## config.mk

```make
export PLATFORM = sky130hd
export DESIGN_NAME = quad_wire_regif
export DESIGN_NICKNAME = d
export VERILOG_FILES = /design/src/rtl/qwr_pkg.sv /design/src/rtl/qwr_sync.sv /design/src/rtl/qwr_frame.sv /design/src/rtl/qwr_bank.sv /design/src/rtl/quad_wire_regif.sv
export SDC_FILE = /design/constraint.sdc
export NUM_CORES = 1
export LEC_CHECK = 0
export BUFFER_PORTS_ARGS = -buffer_cell sky130_fd_sc_hd__buf_2
export CAP_MARGIN = 20
export CORE_ASPECT_RATIO = 1.2
export CORE_MARGIN = 8
export CORE_UTILIZATION = 58
export CTS_CLUSTER_DIAMETER = 30
export DETAILED_ROUTE_END_ITERATION = 7
export PLACE_DENSITY = 0.92
export RECOVER_POWER = 100
export SKIP_LAST_GASP = 1
export SLEW_MARGIN = 30
export SYNTH_ARGS = -nofsm -noshare
export SYNTH_HDL_FRONTEND = slang
export SYNTH_SLANG_ARGS = --single-unit
```

## constraint.sdc

```tcl
create_clock -name clk -period 2.5 [get_ports clk]
set_input_delay 0.375 -clock clk [delete_from_list [all_inputs] [get_ports clk]]
set_output_delay 0.375 -clock clk [all_outputs]
set_load 0.01 [all_outputs]
```

## src/rtl/qwr_pkg.sv

```systemverilog
// Shared constants and address decoding for the four-wire register interface.
// Assumes a 7-bit address space, 8-bit registers and at most 24 port pins
// (three register bytes per port group).
package qwr_pkg;
    localparam int ADDR_W     = 7;
    localparam int DATA_W     = 8;
    localparam int ID_W       = 4;
    localparam int SEL_EN_BIT = 4;

    localparam logic [ADDR_W-1:0] SEL_ADDR = 7'h00;
    localparam logic [ADDR_W-1:0] DIR_BASE = 7'h01;
    localparam logic [ADDR_W-1:0] OUT_BASE = 7'h04;
    localparam logic [ADDR_W-1:0] IN_BASE  = 7'h07;
    localparam logic [ADDR_W-1:0] ID_ADDR  = 7'h7F;
    localparam logic [DATA_W-1:0] DEVICE_ID = 8'h02;

    // True for any address whose read drives the return line.
    function automatic logic addr_readable(input logic [ADDR_W-1:0] a);
        return !((a >= 7'h18 && a <= 7'h1F) || (a >= 7'h40 && a <= 7'h7E));
    endfunction
endpackage

```

## src/rtl/qwr_sync.sv

```systemverilog
// Multi-stage synchroniser for a vector of asynchronous inputs.
// Assumes each bit is sampled independently (no multi-bit coherence).
module qwr_sync #(
    parameter int              WIDTH   = 1,
    parameter int              STAGES  = 2,
    parameter logic [WIDTH-1:0] RST_VAL = '0
) (
    input  logic             clk,
    input  logic             rst_n,
    input  logic [WIDTH-1:0] d,
    output logic [WIDTH-1:0] q
);
    logic [STAGES-1:0][WIDTH-1:0] stg;

    // Shift the input through the synchroniser chain.
    always_ff @(posedge clk) begin
        if (!rst_n) begin
            stg <= {STAGES{RST_VAL}};
        end else begin
            stg[0] <= d;
            for (int s = 1; s < STAGES; s++) begin
                stg[s] <= stg[s-1];
            end
        end
    end

    assign q = stg[STAGES-1];
endmodule

```

## src/rtl/qwr_frame.sv

```systemverilog
// Frame engine: counts serial bits, assembles address, direction and data,
// latches the read byte at the direction edge and shifts it out on falling
// edges. Assumes synchronised inputs whose phases exceed two clocks.
module qwr_frame
    import qwr_pkg::*;
(
    input  logic              clk,
    input  logic              rst_n,
    input  logic              cs_n_s,
    input  logic              sck_s,
    input  logic              si_s,
    input  logic              match,
    input  logic [DATA_W-1:0] rd_byte,
    output logic [ADDR_W-1:0] addr_q,
    output logic              rw_q,
    output logic [DATA_W-1:0] wr_data,
    output logic              wr_commit,
    output logic              so_q,
    output logic              so_en
);
    localparam int FRAME = ADDR_W + 1 + DATA_W;
    localparam int CW    = $clog2(FRAME);
    localparam int AIW   = $clog2(ADDR_W);
    localparam int DIW   = $clog2(DATA_W);
    localparam logic [CW-1:0] RW_POS   = CW'(ADDR_W);
    localparam logic [CW-1:0] LAST_POS = CW'(FRAME - 1);

    logic              sck_d;
    logic              rise;
    logic              fall;
    logic [CW-1:0]     cnt;
    logic [DATA_W-1:0] shreg;
    logic [DATA_W-1:0] rd_latch;
    logic              rd_drive;
    logic [DIW-1:0]    didx;

    assign rise = sck_s & ~sck_d & ~cs_n_s;
    assign fall = ~sck_s & sck_d & ~cs_n_s;
    assign didx = DIW'(cnt - RW_POS - CW'(1));

    // Remember the previous serial clock level for edge detection.
    always_ff @(posedge clk) begin
        if (!rst_n) sck_d <= 1'b0;
        else        sck_d <= sck_s;
    end

    // Count bits and assemble the address, direction and write data.
    always_ff @(posedge clk) begin
        if (!rst_n) begin
            cnt       <= '0;
            addr_q    <= '0;
            rw_q      <= 1'b0;
            shreg     <= '0;
            wr_data   <= '0;
            wr_commit <= 1'b0;
            rd_latch  <= '0;
            rd_drive  <= 1'b0;
        end else begin
            wr_commit <= 1'b0;
            if (cs_n_s) begin
                cnt      <= '0;
                rd_drive <= 1'b0;
            end else if (rise) begin
                if (cnt < RW_POS) begin
                    addr_q[cnt[AIW-1:0]] <= si_s;
                end else if (cnt == RW_POS) begin
                    rw_q     <= si_s;
                    rd_latch <= rd_byte;
                    rd_drive <= si_s & addr_readable(addr_q) & match;
                end else begin
                    shreg[didx] <= si_s;
                end
                if (cnt == LAST_POS) begin
                    cnt       <= '0;
                    wr_data   <= {si_s, shreg[DATA_W-2:0]};
                    wr_commit <= ~rw_q;
                end else begin
                    cnt <= cnt + CW'(1);
                end
            end
        end
    end

    // Drive read data after each falling edge of the data phase.
    always_ff @(posedge clk) begin
        if (!rst_n) begin
            so_en <= 1'b0;
            so_q  <= 1'b0;
        end else if (cs_n_s) begin
            so_en <= 1'b0;
        end else if (fall) begin
            if (rd_drive && cnt > RW_POS) begin
                so_en <= 1'b1;
                so_q  <= rd_latch[didx];
            end else begin
                so_en <= 1'b0;
            end
        end
    end

    p_quiet_deselected_r2: assert property (@(posedge clk) disable iff (!rst_n)
        cs_n_s |=> !so_en);
    p_enable_after_fall_r2: assert property (@(posedge clk) disable iff (!rst_n)
        $rose(so_en) |-> $past(fall));
    p_drive_readable_r3: assert property (@(posedge clk) disable iff (!rst_n)
        so_en |-> addr_readable(addr_q));
    p_commit_write_only_r1: assert property (@(posedge clk) disable iff (!rst_n)
        wr_commit |-> !rw_q);
endmodule

```

## src/rtl/qwr_bank.sv

```systemverilog
// Register bank: selection register, port direction and output registers,
// input snapshot readout and the identification byte. Assumes PORT_W <= 24.
module qwr_bank
    import qwr_pkg::*;
#(
    parameter int PORT_W = 20
) (
    input  logic              clk,
    input  logic              rst_n,
    input  logic [ADDR_W-1:0] addr,
    input  logic [DATA_W-1:0] wr_data,
    input  logic              wr_commit,
    input  logic              match,
    input  logic [PORT_W-1:0] port_s,
    output logic              sel_en,
    output logic [ID_W-1:0]   sel_id,
    output logic [PORT_W-1:0] port_dir,
    output logic [PORT_W-1:0] port_out,
    output logic [DATA_W-1:0] rd_byte
);
    localparam int NB = (PORT_W + DATA_W - 1) / DATA_W;
    localparam int PW = NB * DATA_W;

    logic [SEL_EN_BIT:0] sel_q;
    logic [PW-1:0]       dir_nx;
    logic [PW-1:0]       out_nx;
    logic [PW-1:0]       dir_pad;
    logic [PW-1:0]       out_pad;
    logic [PW-1:0]       in_pad;
    logic                wr_ok;

    assign sel_en = sel_q[SEL_EN_BIT];
    assign sel_id = sel_q[ID_W-1:0];
    assign wr_ok  = wr_commit & match;

    // Zero-extend the port vectors to whole register bytes.
    always_comb begin
        dir_pad = '0;
        out_pad = '0;
        in_pad  = '0;
        dir_pad[PORT_W-1:0] = port_dir;
        out_pad[PORT_W-1:0] = port_out;
        in_pad[PORT_W-1:0]  = port_s;
    end

    // Merge an accepted write into the port register images.
    always_comb begin
        dir_nx = dir_pad;
        out_nx = out_pad;
        for (int k = 0; k < NB; k++) begin
            if (wr_ok && addr == ADDR_W'(DIR_BASE + k)) dir_nx[k*DATA_W +: DATA_W] = wr_data;
            if (wr_ok && addr == ADDR_W'(OUT_BASE + k)) out_nx[k*DATA_W +: DATA_W] = wr_data;
        end
    end

    // Hold the selection and port registers.
    always_ff @(posedge clk) begin
        if (!rst_n) begin
            sel_q    <= '0;
            port_dir <= '0;
            port_out <= '0;
        end else begin
            if (wr_commit && addr == SEL_ADDR) sel_q <= wr_data[SEL_EN_BIT:0];
            port_dir <= dir_nx[PORT_W-1:0];
            port_out <= out_nx[PORT_W-1:0];
        end
    end

    // Select the byte returned for the current address.
    always_comb begin
        rd_byte = '0;
        if (addr == SEL_ADDR) rd_byte = DATA_W'(sel_q);
        if (addr == ID_ADDR)  rd_byte = DEVICE_ID;
        for (int k = 0; k < NB; k++) begin
            if (addr == ADDR_W'(DIR_BASE + k)) rd_byte = dir_pad[k*DATA_W +: DATA_W];
            if (addr == ADDR_W'(OUT_BASE + k)) rd_byte = out_pad[k*DATA_W +: DATA_W];
            if (addr == ADDR_W'(IN_BASE + k))  rd_byte = in_pad[k*DATA_W +: DATA_W];
        end
    end

    p_out_hold_r8: assert property (@(posedge clk) disable iff (!rst_n)
        !wr_commit |=> $stable(port_out) && $stable(port_dir));
    p_mismatch_guard_r5: assert property (@(posedge clk) disable iff (!rst_n)
        (wr_commit && !match && addr != SEL_ADDR) |=> $stable(port_out) && $stable(port_dir));
endmodule

```

## src/rtl/quad_wire_regif.sv

```systemverilog
// Top of the four-wire register interface: synchronises the host lines,
// strap pins and port pins, and joins the frame engine to the register bank.
// Assumes the host serial clock is much slower than clk.
module quad_wire_regif
    import qwr_pkg::*;
#(
    parameter int PORT_W      = 20,
    parameter int SYNC_STAGES = 2
) (
    input  logic              clk,
    input  logic              rst_n,
    input  logic              cs_n,
    input  logic              sck,
    input  logic              si,
    input  logic [ID_W-1:0]   strap_id,
    input  logic [PORT_W-1:0] port_in,
    output logic              so_q,
    output logic              so_en,
    output logic [PORT_W-1:0] port_dir,
    output logic [PORT_W-1:0] port_out
);
    logic              cs_n_s, sck_s, si_s;
    logic [ID_W-1:0]   strap_s;
    logic [PORT_W-1:0] port_s;
    logic [ADDR_W-1:0] addr_q;
    logic              rw_q;
    logic [DATA_W-1:0] wr_data;
    logic              wr_commit;
    logic [DATA_W-1:0] rd_byte;
    logic              sel_en;
    logic [ID_W-1:0]   sel_id;
    logic              match;

    qwr_sync #(.WIDTH(3), .STAGES(SYNC_STAGES), .RST_VAL(3'b100)) i_host_sync (
        .clk(clk), .rst_n(rst_n), .d({cs_n, sck, si}), .q({cs_n_s, sck_s, si_s}));
    qwr_sync #(.WIDTH(ID_W), .STAGES(SYNC_STAGES), .RST_VAL('0)) i_strap_sync (
        .clk(clk), .rst_n(rst_n), .d(strap_id), .q(strap_s));
    qwr_sync #(.WIDTH(PORT_W), .STAGES(SYNC_STAGES), .RST_VAL('0)) i_port_sync (
        .clk(clk), .rst_n(rst_n), .d(port_in), .q(port_s));

    assign match = ~sel_en | (sel_id == strap_s);

    qwr_frame i_frame (
        .clk(clk), .rst_n(rst_n), .cs_n_s(cs_n_s), .sck_s(sck_s), .si_s(si_s),
        .match(match), .rd_byte(rd_byte), .addr_q(addr_q), .rw_q(rw_q),
        .wr_data(wr_data), .wr_commit(wr_commit), .so_q(so_q), .so_en(so_en));

    qwr_bank #(.PORT_W(PORT_W)) i_bank (
        .clk(clk), .rst_n(rst_n), .addr(addr_q), .wr_data(wr_data),
        .wr_commit(wr_commit), .match(match), .port_s(port_s),
        .sel_en(sel_en), .sel_id(sel_id), .port_dir(port_dir),
        .port_out(port_out), .rd_byte(rd_byte));
endmodule

```

# Yosys cells after proc, flatten, opt, wreduce, memory -nomap -nowiden
# Index checks and enable logic that the tools add are counted.
[totals] ff_bits=140 output_inout_bits=42 elab_cells=112
[classes] n_addsub=3 n_lt_le_gt_ge=10 eq_ne=13 mux=21 bitwise_logic=18 reduce_logical=23
[op_table] cell="$mux W8" n=9
[op_table] cell="$eq A7 B3 Y1 const B" n=4
[op_table] cell="$eq A7 B2 Y1 const B" n=2
[op_table] cell="$eq A7 B4 Y1 const B" n=2
[op_table] cell="$logic_and A1 B1 Y1" n=12
[op_table] cell="$reduce_and A3 Y1" n=4
[op_table] cell="$mux W5" n=2
[op_table] cell="$not A1 Y1" n=10
[op_table] cell="$bwmux W8" n=1
[op_table] cell="$lt A3 B4 Y1 const B" n=2
[op_table] cell="$reduce_and A4 Y1" n=2
[op_table] cell="$and A1 B1 Y1" n=7
[op_table] cell="$bwmux W7" n=1
[op_table] cell="$eq A7 B1 Y1 const B" n=1
[op_table] cell="$eq A7 B7 Y1 const B" n=1
[op_table] cell="$ge A7 B5 Y1 const B" n=1
[op_table] cell="$ge A7 B7 Y1 const B" n=1
[op_table] cell="$le A7 B5 Y1 const B" n=1
[op_table] cell="$le A7 B7 Y1 const B" n=1
[op_table] cell="$logic_not A7 Y1" n=1
[op_table] cell="$demux W1 S3" n=2
[op_table] cell="$ge A3 B1 Y1 const B" n=2
[op_table] cell="$add A4 B1 Y4 const B" n=1
[op_table] cell="$eq A4 B3 Y1 const B" n=1
[op_table] cell="other kinds (14)" n=17

# Depth between registers and ports, before layout
[logic_depth] ltp_word=12 ltp_mapped=8 mapped_depth_nobuf=6

# Hierarchy
# A second synthesis with hierarchy kept.
[unflattened] cells_unflattened=665 hier_area_um2=6301.0
[modules_own_cells] module="qwr_bank" instances=1 cells_per_inst=341 area_per_inst_um2=2778.9
[modules_own_cells] module="qwr_frame" instances=1 cells_per_inst=180 area_per_inst_um2=1793.0
[modules_own_cells] module="qwr_sync (i_port_sync)" instances=1 cells_per_inst=104 area_per_inst_um2=1257.5
[modules_own_cells] module="qwr_sync (i_strap_sync)" instances=1 cells_per_inst=20 area_per_inst_um2=240.2
[modules_own_cells] module="qwr_sync (i_host_sync)" instances=1 cells_per_inst=15 area_per_inst_um2=180.2
[modules_own_cells] module="quad_wire_regif" instances=1 cells_per_inst=5 area_per_inst_um2=51.3

# Worst setup path after synthesis
# No wires, ideal clock.
[synth_path] path_type="register to register" start="reg i_host_sync.stg, in the netlist i_host_sync.q[2]" end="reg i_frame.rd_latch[2]" setup_ns=0.118 arrival_time_ns=1.811 path_slack_ns=0.571 stages_incl_launch_ff=8 synth_period_minus_slack_ns=1.929 path_cell_list="dfxtp_1 or3b_1 buf_2 or4_4 buf_6 a211oi_2 nand3_1 o2111a_1"
[synth_via] elab_chain_cells=3
[synth_rtl] item="start: declaration" line_no="qwr_sync.sv:13" source="logic [STAGES-1:0][WIDTH-1:0] stg;"
[synth_rtl] item="start signal: assignment" line_no="qwr_sync.sv:18" source="stg <= {STAGES{RST_VAL}};"
[synth_rtl] item="start signal: indexed assignment" line_no="qwr_sync.sv:22" source="stg[s] <= stg[s-1];"
[synth_rtl] item="$not A1 Y1 *" line_no="qwr_frame.sv:37" source="assign rise = sck_s & ~sck_d & ~cs_n_s;"
[synth_rtl] item="$and A1 B1 Y1" line_no="qwr_frame.sv:37"
[synth_rtl] item="$reduce_and A4 Y1 (no source line) *"
[synth_rtl] item="end signal: assignment" line_no="qwr_frame.sv:68" source="rd_latch <= rd_byte;"
[synth_rtl] item="end: declaration" line_no="qwr_frame.sv:33" source="logic [DATA_W-1:0] rd_latch;"
# Every way passes the cells marked *; elsewhere a longest branch is shown, timed or not.
# A chain may end at the register's enable or synchronous reset.

# Worst setup path in the final report
[layout_path] start="reg i_bank.sel_q[3]" end="reg i_bank.port_dir[2]"
[layout_via] elab_chain_cells=4
[layout_rtl] item="start: declaration" line_no="qwr_bank.sv:24" source="logic [SEL_EN_BIT:0] sel_q;"
[layout_rtl] item="start signal: assignment" line_no="qwr_bank.sv:63" source="if (wr_commit && addr == SEL_ADDR) sel_q <= wr_data[SEL_EN_BIT:0];"
[layout_rtl] item="$eq A4 B4 Y1" line_no="quad_wire_regif.sv:41" source="assign match = ~sel_en | (sel_id == strap_s);"
[layout_rtl] item="$or A1 B1 Y1" line_no="quad_wire_regif.sv:41"
[layout_rtl] item="$and A1 B1 Y1" line_no="qwr_bank.sv:34" source="assign wr_ok = wr_commit & match;"
[layout_rtl] item="$logic_and A1 B1 Y1" line_no="qwr_bank.sv:51" source="if (wr_ok && addr == ADDR_W'(DIR_BASE + k)) dir_nx[k*DATA_W +: DATA_W] = wr_data;"
[layout_rtl] item="end signal: assignment" line_no="qwr_bank.sv:64" source="port_dir <= dir_nx[PORT_W-1:0];"
[layout_rtl] item="end: declaration" line_no="qwr_bank.sv:17" source="output logic [PORT_W-1:0] port_dir,"
# No other way between the ends.

==> results.md <==
- Status: finished clean
- Final Max Tran Viols: 0
- Final period utilization: 0.902
- Die ar.: 13500 um2
- Commonest non-fill, non-tap cell in the layout: dfxtp_1
- Post_cts resized: 0
- Post-synthesis sequential area ratio: 0.480
- Largest net degree at the start of global routing: 42
- NetSw: 1.07 mW
- Die X: 107 um
- Synth Warn #: 0
- Worst-Skew Late Latency: around 0.42 ns
- Int Pwr: about 3.7 mW
- VDD IR max: 543 uV
- Die height: 126 um
- Min Tclk post-route: 2.26 ns
- Mapped Cells: roughly 630
- RSZ-0062 raised after global routing: no
- Deepest clock path buffer count: 2
- Final Util: 0.702
- Non-filler instance count after layout: around 850
- Vias: 4927
- Core box area: 9860 um2
- Clock share of power: 0.501
- Unique masters post-synth: 58
- Net count after synthesis: 659
- Fillcell total: 801
- Syn avg cell area: 9.22 um2
- Initial DRC count: 362
- Power per cell area: slightly below 700 nW/um2
- Top_reg_cell synth: dfxtp_1
- Ys async rst share: 0
- CTS tree: done
- Clk slew on worst S/H paths: 0.06 ns
- Port bufs: 70
- TritonRoute pass-1 iters: 5
- Post-layout nets: 740
- Max Cap Viol: 0
- Uppermost routed layer: met4
- Clk root buf: clkbuf_16
- Detailed Route WL: 17100 um
- Metal3 WL: around 810 um
- Dpl hpwl: 12600 um
- Initial antenna violation count: 0
- Layout area overhead: 19.3%
- Fin. Hold Viols: 0
- Routed len/inst: ~20 um
- Hold-fix buffers, CTS: 0
- Layout cells sized above 1: 0.138
- Post-Place Cells: 817
- Worst EP required: 2.81 ns
- Initial Utilization: 0.588
- H-tree Lvls: 4
- Mapped Area: 5800 um2
- # IOs: 71
- Final setup fails: 0
- Post-DP Area: 6450 um2
- Worst slew margin: 0.265
- Crit Path Max Fanout: 8
- Most frequent cells in the layout: dfxtp_1 (139), nor2_1 (87), mux2i_1 (69)
- Leakage power: between 2 and 3 nW
- N_diodes: 0
- Top cells by area, synth: dfxtp_1 (48%), mux2i_1 (12%), and2_1 (6.3%)
- Sequential Power Share: 0.479
- # Post-CTS Setup Buffers: 0
- Synth area leader: dfxtp_1
- Clock sink count: 139
- Final Wtd Congestion: 0.930
- Critical Path Sink Type: register
- Sw frac: 0.225
- EDFF count, synth: 0
- Fin Hold WS: 0.155 ns
- Global-route wire length before repair: ~27000 um
- CP Class: reg -> reg
- #FFs+latches synth: 139
- Fmax: 443 MHz
- Congestion Overflow GR: 0
- Detail Route Antenna Nets: 0
- DRC viols: 0
- Worst EP arrival: 2.57 ns
- Cell Rows: 40
- All-Layer GR Usage: 0.255
- Vias in the first global route: 4827
- Final Skew: 0.0181 ns
- Fin Setup TNS: 0 ns
- CP startpoint kind: register
- Worst slew pin tran: 1.10 ns
- HP Class: in -> reg
- M1 WL: 7140 um
- Vias per cell: 5.80
- Met2 Wirelength: between 8000 and 9000 um
- Num CTS Buffers: 17
- Synth top area share: 0.480
- Final design area excluding fillers: 6920 um2
- Share of total power in combinational logic: 0.020
==> synth_stat cells (4+ instances only) <==
cell type	number
nand3b_1	6
inv_1	6
or3_1	5
nor3_1	6
nand4_1	6
clkbuf_1	36
and2_1	58
nand2b_1	13
nand4_2	4
a21oi_1	21
a211oi_1	6
nand2_1	31
a31oi_1	4
dfxtp_1	139
o22ai_1	9
nor2_1	87
nor2b_1	12
a22oi_1	6
xor2_1	5
mux2i_1	69
nand3_1	14
buf_2	9
o21ai_0	23
nor4_1	4
==> worst paths after layout <==
path,depth (start not counted),from,endpoint,slack (ns)
worst max-delay path,6,i_bank.sel_q[3],i_bank.port_dir[2],0.24
worst min-delay path,2,port_in[5],i_port_sync.stg[5],0.16
worst max register to register,6,i_bank.sel_q[3],i_bank.port_dir[2],0.24
worst min register to register,1,i_host_sync.stg[2],i_host_sync.q[2],0.43
==> per-layer routing <==
metal / vias up / global-route usage
met1: 2343 / 0.308
met3: 51 / 0.0519
met4: 0 / 0.144
met5: - / 0
li1: 2347 / -
met2: 186 / 0.409
==> per-stage QoR <==
stage / power (mW) / setup slack, ns
6_report: 4.75 / 0.244
5_1_grt: 4.89 / 0.120
4_1_cts: 4.77 / 0.345
3_5_place_dp: 2.42 / 0.377
3_3_place_gp: 2.41 / 0.348
2_1_floorplan: 2.37 / 0.571
==> power by group through the flow <==
stage | combinational, mW | clock (mW) | sequential (mW)
after CTS | 0.0961 | 2.40 | 2.28
after floorplan | 0.0609 | 0 | 2.31
after detailed placement | 0.0954 | 0 | 2.32
after global routing | 0.104 | 2.51 | 2.28
after global placement | 0.0915 | 0 | 2.32
final | 0.0937 | 2.38 | 2.28
==> cell type report <==
class	count	area (um2)	share of cell area
tap	126	158	0.0228
inverter	7	26.3	0.00380
timing repair buffer	111	611	0.0883
clock inverter	15	140	0.0203
clock buffer	17	425	0.0615
multi-input combinational	434	2770	0.401
sequential	139	2780	0.402
==> state kept, by name (all words and copies together), names as in the netlist, 3 cells and up <==
name,count
i_port_sync.stg,20
i_frame.addr_q,7
i_strap_sync.q,4
i_bank.sel_q,5
i_frame.rd_latch,8
i_frame.shreg,7
i_frame.wr_data,8
i_bank.port_out,20
i_bank.port_dir,20
i_strap_sync.stg,4
i_host_sync.stg,3
i_frame.cnt,4
i_host_sync.q,3
i_port_sync.q,20
==> worst max-delay path, cell delays in order (launching register included) <==
cell and delay [ns]:
dfxtp_1 0.34, xor2_1 0.19, o41ai_4 0.51, buf_4 0.23, nand4_1 0.49, mux2i_1 0.33
nor2_1 0.06
==> logic make-up after synthesis <==
group	after synthesis	share of synthesized area
DFF	139	0.480
muxes	69	0.119
AOI/OAI and AO/OA	98	0.115
buffers and inverters	56	0.0395
xor gates and xnor gates	5	0.00755
adders and majority gates	1	0.00216
and+or+nand+nor	261	0.237
No activity file was read; power rests on OpenSTA's default activity.
